$ cat config.mk
export PLATFORM = sky130hd
export DESIGN_NAME = rst_seq_top
export DESIGN_NICKNAME = d
export VERILOG_FILES = /design/src/rtl/rst_seq_pkg.sv /design/src/rtl/rst_seq_ms_prescaler.sv /design/src/rtl/rst_seq_hold_counter.sv /design/src/rtl/rst_seq_ctrl.sv /design/src/rtl/rst_seq_top.sv
export SDC_FILE = /design/constraint.sdc
export NUM_CORES = 1
export LEC_CHECK = 0
export BUFFER_PORTS_ARGS = -buffer_cell sky130_fd_sc_hd__buf_2
export CORE_MARGIN = 5
export CORE_UTILIZATION = 45
export CTS_CLUSTER_DIAMETER = 50
export DETAILED_ROUTE_END_ITERATION = 12
export GPL_TIMING_DRIVEN = 0
export HOLD_SLACK_MARGIN = 0.02
export PLACE_DENSITY_LB_ADDON = 0.2
export SYNTH_ARGS = -nofsm -noshare
export SYNTH_HDL_FRONTEND = slang
export SYNTH_SLANG_ARGS = --single-unit
$ cat constraint.sdc
create_clock -name clk -period 2.1 [get_ports clk]
set_input_delay 0 -clock clk [delete_from_list [all_inputs] [get_ports clk]]
set_output_delay 0 -clock clk [all_outputs]
set_load 0.01 [all_outputs]
$ cat src/rtl/rst_seq_pkg.sv
// Package: shared types for the reset sequencer.
// Assumes: nothing beyond the IEEE 1800-2017 language.
package rst_seq_pkg;

    // Sequencer phases: waiting on power, primary hold, auxiliary hold, released.
    typedef enum logic [1:0] {
        PH_FAULT = 2'd0,
        PH_HOLD1 = 2'd1,
        PH_HOLD2 = 2'd2,
        PH_RUN   = 2'd3
    } seq_phase_t;

endpackage

$ cat src/rtl/rst_seq_ms_prescaler.sv
// Module: rst_seq_ms_prescaler
// Divides the clock down to a one-cycle millisecond tick.
// Assumes: clr restarts the division so that the first tick comes exactly
// CLKS_PER_MS cycles after clr is released; no tick is produced while clr is high.
module rst_seq_ms_prescaler #(
    parameter int CLKS_PER_MS = 50_000
) (
    input  logic clk,
    input  logic rst_n,
    input  logic clr,
    output logic tick
);

    generate
        if (CLKS_PER_MS <= 1) begin : g_bypass
            // Every non-cleared cycle is a tick when no division is needed.
            assign tick = !clr;
        end else begin : g_divide
            localparam int PW = $clog2(CLKS_PER_MS);
            localparam logic [PW-1:0] LAST = PW'(CLKS_PER_MS - 1);

            logic [PW-1:0] div_q;

            assign tick = !clr && (div_q == LAST);

            // Advance the divider, wrapping at the end of each millisecond.
            always_ff @(posedge clk) begin
                if (!rst_n || clr) begin
                    div_q <= '0;
                end else if (div_q == LAST) begin
                    div_q <= '0;
                end else begin
                    div_q <= div_q + 1'b1;
                end
            end


            div_range_chk: assert property (@(posedge clk) disable iff (!rst_n)
                div_q <= LAST);
        end
    endgenerate

endmodule

$ cat src/rtl/rst_seq_hold_counter.sv
// Module: rst_seq_hold_counter
// Counts millisecond ticks since the start of a hold and flags the tick that
// ends the primary hold and the tick that ends the auxiliary hold.
// Assumes: 1 <= HOLD1_MS < HOLD2_MS; clr zeroes the count.
module rst_seq_hold_counter #(
    parameter int HOLD1_MS = 50,
    parameter int HOLD2_MS = 60
) (
    input  logic clk,
    input  logic rst_n,
    input  logic clr,
    input  logic tick,
    output logic end1,
    output logic end2
);

    localparam int CW = $clog2(HOLD2_MS + 1);
    localparam logic [CW-1:0] LIM1 = CW'(HOLD1_MS - 1);
    localparam logic [CW-1:0] LIM2 = CW'(HOLD2_MS - 1);
    localparam logic [CW-1:0] CAP  = CW'(HOLD2_MS);

    logic [CW-1:0] ms_q;

    assign end1 = tick && (ms_q == LIM1);
    assign end2 = tick && (ms_q == LIM2);

    // Count elapsed milliseconds, saturating once the longest hold has passed.
    always_ff @(posedge clk) begin
        if (!rst_n || clr) begin
            ms_q <= '0;
        end else if (tick && ms_q != CAP) begin
            ms_q <= ms_q + 1'b1;
        end
    end


    ms_bound_chk: assert property (@(posedge clk) disable iff (!rst_n)
        ms_q <= CAP);


    end_order_chk: assert property (@(posedge clk) disable iff (!rst_n)
        !(end1 && end2));

endmodule

$ cat src/rtl/rst_seq_ctrl.sv
// Module: rst_seq_ctrl
// Phase controller: decides when the two reset lines fall and release and
// when the watchdog rearm strobe fires.
// Assumes: end1/end2 come from a counter that clr_hold restarts; wdt_timeout
// is a synchronous strobe; pwr_good is already synchronised.
module rst_seq_ctrl
    import rst_seq_pkg::*;
(
    input  logic clk,
    input  logic rst_n,
    input  logic pwr_good,
    input  logic wdt_timeout,
    input  logic end1,
    input  logic end2,
    output logic clr_hold,
    output logic sys_rst_n,
    output logic aux_rst_n,
    output logic wdt_rearm
);

    seq_phase_t phase_q;

    // Hold timing restarts outside the hold phases and on any re-trigger.
    always_comb begin
        clr_hold = !pwr_good
                || (phase_q == PH_FAULT)
                || (phase_q == PH_RUN)
                || (phase_q == PH_HOLD2 && wdt_timeout);
    end

    // Step the phase and drive the registered reset lines and rearm strobe.
    always_ff @(posedge clk) begin
        if (!rst_n) begin
            phase_q   <= PH_HOLD1;
            sys_rst_n <= 1'b0;
            aux_rst_n <= 1'b0;
            wdt_rearm <= 1'b0;
        end else begin
            wdt_rearm <= 1'b0;
            if (!pwr_good) begin
                phase_q   <= PH_FAULT;
                sys_rst_n <= 1'b0;
                aux_rst_n <= 1'b0;
            end else begin
                case (phase_q)
                    PH_FAULT: phase_q <= PH_HOLD1;
                    PH_HOLD1: begin
                        if (end1) begin
                            phase_q   <= PH_HOLD2;
                            sys_rst_n <= 1'b1;
                            wdt_rearm <= 1'b1;
                        end
                    end
                    PH_HOLD2: begin
                        if (wdt_timeout) begin
                            phase_q   <= PH_HOLD1;
                            sys_rst_n <= 1'b0;
                            aux_rst_n <= 1'b0;
                        end else if (end2) begin
                            phase_q   <= PH_RUN;
                            aux_rst_n <= 1'b1;
                        end
                    end
                    default: begin
                        if (wdt_timeout) begin
                            phase_q   <= PH_HOLD1;
                            sys_rst_n <= 1'b0;
                            aux_rst_n <= 1'b0;
                        end
                    end
                endcase
            end
        end
    end


    fall_together_chk: assert property (@(posedge clk) disable iff (!rst_n)
        $fell(sys_rst_n) |-> !aux_rst_n);


    pwr_loss_chk: assert property (@(posedge clk) disable iff (!rst_n)
        !pwr_good |=> (!sys_rst_n && !aux_rst_n));


    rearm_on_rise_chk: assert property (@(posedge clk) disable iff (!rst_n)
        $rose(sys_rst_n) |-> wdt_rearm);


    rearm_only_rise_chk: assert property (@(posedge clk) disable iff (!rst_n)
        wdt_rearm |-> $rose(sys_rst_n));


    release_order_chk: assert property (@(posedge clk) disable iff (!rst_n)
        aux_rst_n |-> sys_rst_n);


    wdt_ignore_chk: assert property (@(posedge clk) disable iff (!rst_n)
        (!sys_rst_n && pwr_good && !end1) |=> !sys_rst_n);

endmodule

$ cat src/rtl/rst_seq_top.sv
// Module: rst_seq_top
// Two-stage supervisory reset sequencer: power loss or watchdog expiry
// asserts both reset lines. The primary line releases HOLD1_MS after the
// cause clears and the auxiliary line releases HOLD2_MS after it, and a
// rearm strobe accompanies the primary release.
// Assumes: CLK_HZ is a multiple of 1 kHz; 1 <= HOLD1_MS < HOLD2_MS.
module rst_seq_top #(
    parameter int CLK_HZ   = 50_000_000,
    parameter int HOLD1_MS = 50,
    parameter int HOLD2_MS = 60
) (
    input  logic clk,
    input  logic rst_n,
    input  logic pwr_good,
    input  logic wdt_timeout,
    output logic sys_rst_n,
    output logic aux_rst_n,
    output logic wdt_rearm
);

    localparam int CLKS_PER_MS = (CLK_HZ / 1000 < 1) ? 1 : CLK_HZ / 1000;

    logic clr_hold;
    logic ms_tick;
    logic end1;
    logic end2;

    rst_seq_ms_prescaler #(
        .CLKS_PER_MS(CLKS_PER_MS)
    ) u_prescaler (
        .clk  (clk),
        .rst_n(rst_n),
        .clr  (clr_hold),
        .tick (ms_tick)
    );

    rst_seq_hold_counter #(
        .HOLD1_MS(HOLD1_MS),
        .HOLD2_MS(HOLD2_MS)
    ) u_hold (
        .clk  (clk),
        .rst_n(rst_n),
        .clr  (clr_hold),
        .tick (ms_tick),
        .end1 (end1),
        .end2 (end2)
    );

    rst_seq_ctrl u_ctrl (
        .clk        (clk),
        .rst_n      (rst_n),
        .pwr_good   (pwr_good),
        .wdt_timeout(wdt_timeout),
        .end1       (end1),
        .end2       (end2),
        .clr_hold   (clr_hold),
        .sys_rst_n  (sys_rst_n),
        .aux_rst_n  (aux_rst_n),
        .wdt_rearm  (wdt_rearm)
    );

endmodule

Yosys cells after proc, flatten, opt, wreduce, memory -nomap -nowiden
Cells that the tools add are included.
- equality and inequality tests: 12
- muxes and demuxes: 13
- add/subtract/negate cells: 2
- bitwise logic cells: 2
- reductions and logical operators: 25
- operators with widths (kind ; count):
    $add A16 B1 Y16 const B ; 1
    $eq A16 B16 Y1 const B ; 1
    $reduce_and A3 Y1 ; 5
    $eq A6 B6 Y1 const B ; 2
    $mux W2 ; 4
    $add A6 B1 Y6 const B ; 1
    $mux W1 ; 6
    $ne A3 B3 Y1 const B ; 2
    $ne A6 B6 Y1 const B ; 1
    $pmux W2 S3 ; 1
    $reduce_bool A2 Y1 ; 3
    $logic_and A1 B1 Y1 ; 5
    $ne A5 B1 Y1 const B ; 1
    $eq A2 B2 Y1 const B ; 2
    $logic_or A1 B1 Y1 ; 4
    $ne A4 B4 Y1 const B ; 1
    $pmux W1 S2 ; 2
    $reduce_bool A4 Y1 ; 1
    $reduce_or A2 Y1 ; 2
    $logic_not A1 Y1 ; 3
    $eq A2 B1 Y1 const B ; 1
    $logic_not A2 Y1 ; 1
    $ne A2 B2 Y1 const B ; 1
    $not A1 Y1 ; 2
    $reduce_and A2 Y1 ; 1
- flip-flop bits (word level): 27
- bits of input ports: 4
- output and inout port bits: 3

Logic depth before layout (Yosys ltp)
- depth in word-level cells: 11
- gate-level depth with buffers: 7

Hierarchy
A second synthesis with hierarchy kept.
- cell total of the unflattened synthesis: 165
- area, all modules: 1490.2 µm²
- modules (own cells, without submodules) (module ; times used ; area each (µm²) ; sequential area each (µm²) ; cells an instance):
    rst_seq_ms_prescaler ; 1 ; 770.7 ; 320.3 ; 81
    rst_seq_hold_counter ; 1 ; 365.4 ; 120.1 ; 42
    rst_seq_ctrl ; 1 ; 354.1 ; 100.1 ; 42

Worst setup path after synthesis
Ideal clock, no wire load.
- path type: register -> register
- start point: register u_ctrl.phase_q[0]
- end point: register u_ctrl.phase_q[1]
- path slack: 0.021 ns
- arrival time: 2.009 ns
- required time: 2.030 ns
- clock period less this slack: 2.079 ns
- cell stages (with the launch flop): 8
- path through: dfxtp_1 -> inv_1 -> ha_1 -> a211oi_1 -> nand2_1 -> o31a_1 -> or4_1 -> a21oi_1
- longest elaborated chain between the ends: 9
- ends and longest elaborated chain (element ; line ; source):
    start, declared ; rst_seq_ctrl.sv:21 ; seq_phase_t phase_q;
    start signal, assigned ; rst_seq_ctrl.sv:34 ; phase_q <= PH_HOLD1;
    start signal, assigned ; rst_seq_ctrl.sv:41 ; phase_q <= PH_FAULT;
    start signal, assigned ; rst_seq_ctrl.sv:46 ; PH_FAULT: phase_q <= PH_HOLD1;
    $logic_not A2 Y1 ; rst_seq_ctrl.sv:26, rst_seq_ctrl.sv:45 ;
    $logic_or A1 B1 Y1 ; rst_seq_ctrl.sv:26 ; || (phase_q == PH_FAULT)
    $logic_or A1 B1 Y1 ; rst_seq_ctrl.sv:27 ; || (phase_q == PH_RUN)
    $logic_or A1 B1 Y1 ; rst_seq_ctrl.sv:28 ; || (phase_q == PH_HOLD2 && wdt_timeout);
    $logic_not A1 Y1 ; rst_seq_ms_prescaler.sv:24 ; assign tick = !clr && (div_q == LAST);
    $logic_and A1 B1 Y1 ; rst_seq_ms_prescaler.sv:24 ;
    $logic_and A1 B1 Y1 (on tied branches) ; rst_seq_hold_counter.sv:25, rst_seq_hold_counter.sv:24 ;
    $ne A3 B3 Y1 (no source line) or $ne A2 B2 Y1 (tied branches) ; - ;
    $reduce_and A3 Y1 (no source line) ; - ;
Parallel ways exist; a longest one is shown, timed or not.
A chain may end at the register's enable or synchronous reset.

Final worst setup path
Ends and elaborated chain as after synthesis.

==> results_dict.tcl <==
set metrics [dict create \
    async_flop_share 0 \
    syn-num-nets 167 \
    vias 1119 \
    grtUsageTotal 0.1297 \
    start_util 0.4621 \
    syn_inst 155 \
    ys_types 36 \
    synth_area_um2 1388 \
    worst_pin_slew_ps 385.8 \
    antennaDiodeCount 0 \
    cts-htree-levels 1 \
    setup_ws_ps 70.85 \
    cts_sinks 27 \
    reg2reg_from "u_ctrl.phase_q[0]" \
    yosysTopAreaCell "dfxtp_1" \
    yosysMostFrequentCell "dfxtp_1" \
    wl_um 2552 \
    path_class "reg2reg" \
    die_w_um 65.53 \
    reg2reg_depth 7 \
    min_path_type "reg2reg" \
    clkLatencyLatePin_ps 320 \
    rows 20 \
    whs_path_depth 1 \
    synth_edf_count 0 \
    cts_tree "yes" \
    cts_buffer_depth 2 \
    fp.dieArea_um2 4294 \
    worstPathRequired_ps 2360 \
    fin_cells 207 \
    ys_warn_count 0 \
    io_pins 7 \
    synthTopCellsByArea "dfxtp_1 39%, ha_1 7.2%, nor2_1 6.2%" \
    grt_pass1_wl_um 4519 \
    slew_headroom 0.7408 \
    cp.arrival_ps 2290 \
    port_buffers 6 \
    cap_violations 0 \
    design_area_um2 1624 \
    synthTopCellsByCount "27 x dfxtp_1, 23 x nor2_1, 12 x nand2_1" \
    cp-end-kind "flip-flop" \
    dp.cells 194 \
    grt_max_degree 17 \
    drcViolationCount 0 \
    maxSlewViolCount 0 \
    ir_drop_uv 287.8 \
    die_y_um 65.53 \
    min_from "u_prescaler.g_divide.div_q[0]" \
    synth_flop_cell "dfxtp_1" \
    antenna_found_initial 0 \
    min_to "u_prescaler.g_divide.div_q[0]" \
    firstDrtPassIters 4 \
    yosysSeqAreaShare 0.3895 \
    area_growth_pct 17.04 \
    synth_top_area_share 0.3895 \
    place_area_um2 1459 \
    wl_per_cell_um 12.33 \
    r2r_end "u_ctrl.phase_q[1]" \
    cp_max_fo 5 \
    setup_viol 0 \
    viasPerCell 5.406 \
    layout-drive-gt1-share 0.2241 \
    final_core_util 0.5408 \
    dp_hpwl_um 1833 \
    drtIter0Drc 43 \
    post-route-period-util 0.9663 \
    finalWeightedCongestion 0.8483 \
    clkTransAtPathRegs_ps 140 \
    ant_nets 0 \
    syn_area_per_cell_um2 8.952 \
    core_area_um2 3003 \
    cp-start-kind "flip-flop" \
    cts_root_buf "clkbuf_4" \
    min_period_ps 2029 \
    powerDensity_nw_per_um2 512.8 \
    ff2ff_setup_slack_ps 70 \
    p_leak_nw 0.5578 \
    ys_ff_latch 27 \
    timing.hold.ws_ps 424.7 \
    fin_skew_ps 6.573 \
    hold_violations 0 \
    finalNetCount 187 \
    max_freq_mhz 492.8 \
    grt-ovfl-total 0 \
    pre_cts_slack_ps -204.0 \
    grt_pass1_vias 1034 \
    numCtsBuffers 3 \
    run_status "finished clean" \
]
-- report_power, final --
part | switching, mW | internal [mW] | leakage, nW
clock network | 0.150 | 0.0727 | 0.0139
logic | 0.0465 | 0.0428 | 0.324
registers | 0.00414 | 0.517 | 0.220
-- worst max-delay path, stage by stage (launching register included) --
cell and delay (ps):
dfxtp_2 370, inv_2 60, ha_4 180, a211oi_4 270, nand2_2 110, o31a_1 330
or4_4 520, a21oi_2 120
-- metrics by stage --
stage	power, mW	setup TNS, ps
after floorplan	0.5705	0
after global placement	0.5852	-289.1
after detailed placement	0.5865	-403.5
after CTS	0.8373	-9.464
after global routing	0.8854	-36.57
final	0.8327	0
-- placed cells by master (no fill, tap or decap), types with 3 or more instances in the layout --
cell type / synthesis / layout
nor2_1: 23 / 23
dfxtp_1: 27 / 22
nand2_1: 12 / 11
nand3_1: 10 / 10
xor2_1: 9 / 9
xnor2_1: 7 / 7
nand4_1: 6 / 6
buf_2: 0 / 6
buf_4: 0 / 6
ha_1: 8 / 5
inv_1: 5 / 4
a21oi_1: 5 / 4
dfxtp_2: 0 / 4
and3_1: 4 / 3
nor3_1: 4 / 3
o21ai_0: 3 / 3
clkbuf_4: 0 / 3
dlygate4sd3_1: 0 / 3
-- routing by layer --
layer,track usage,vias up,wire length (um)
met5,0,-,0
met4,0.02591,0,0
met3,0.02564,0,59
met2,0.2200,11,1195
met1,0.1701,515,1298
li1,-,593,-
-- registers in the layout, indices dropped and copies added (netlist names) --
| name | cells |
|---|---|
| u_ctrl.wdt_rearm | 1 |
| u_ctrl.aux_rst_n | 1 |
| u_hold.ms_q | 6 |
| u_ctrl.sys_rst_n | 1 |
| u_prescaler.g_divide.div_q | 16 |
| u_ctrl.phase_q | 2 |
-- worst max-delay path by stage --
| stage | slack, ps | startpoint | cells after the start | to |
|---|---|---|---|---|
| 4_1_cts | -9 | u_ctrl.phase_q[0] | 7 | u_ctrl.phase_q[1] |
| 5_1_grt | -30 | u_prescaler.g_divide.div_q[0] | 6 | u_ctrl.phase_q[1] |
| 3_5_place_dp | -200 | u_ctrl.phase_q[0] | 7 | u_ctrl.phase_q[1] |
| 3_3_place_gp | -150 | u_ctrl.phase_q[0] | 7 | u_ctrl.phase_q[0] |
| 6_report | 70 | u_ctrl.phase_q[0] | 7 | u_ctrl.phase_q[1] |
| 2_1_floorplan | 20 | u_ctrl.phase_q[0] | 7 | u_ctrl.phase_q[1] |
-- timing repair --
item                       in CTS  in global routing
setup buffers                   4                  2
hold endpoints to repair        5                  0
hold buffers                    3                  0
pin swaps                       3                  5
gates resized for setup         5                 17
cloned                          0                  0
setup endpoints to repair       2                 10
-- cell type report --
class	instances	area (um2)
multi-input combinational	122	874.6
tap	33	41.29
sequential	27	549.3
clock buffer	3	22.52
clock inverter	1	7.507
inverter	5	18.77
timing repair buffer	15	105.1
fill	284	1379
buffer	1	5.005
-- kinds of logic (layout without fill, tap and decap cells) --
family	count (synthesis)	after routing	share of synthesized area
buf+inv	6	25	0.01623
flops	27	27	0.3895
compound gates	15	15	0.06853
simple gates	82	82	0.3454
xor+xnor	16	16	0.1010
fa+ha+maj	8	8	0.07214
mux	1	1	0.007214
No activity file was read; power rests on OpenSTA's default activity.
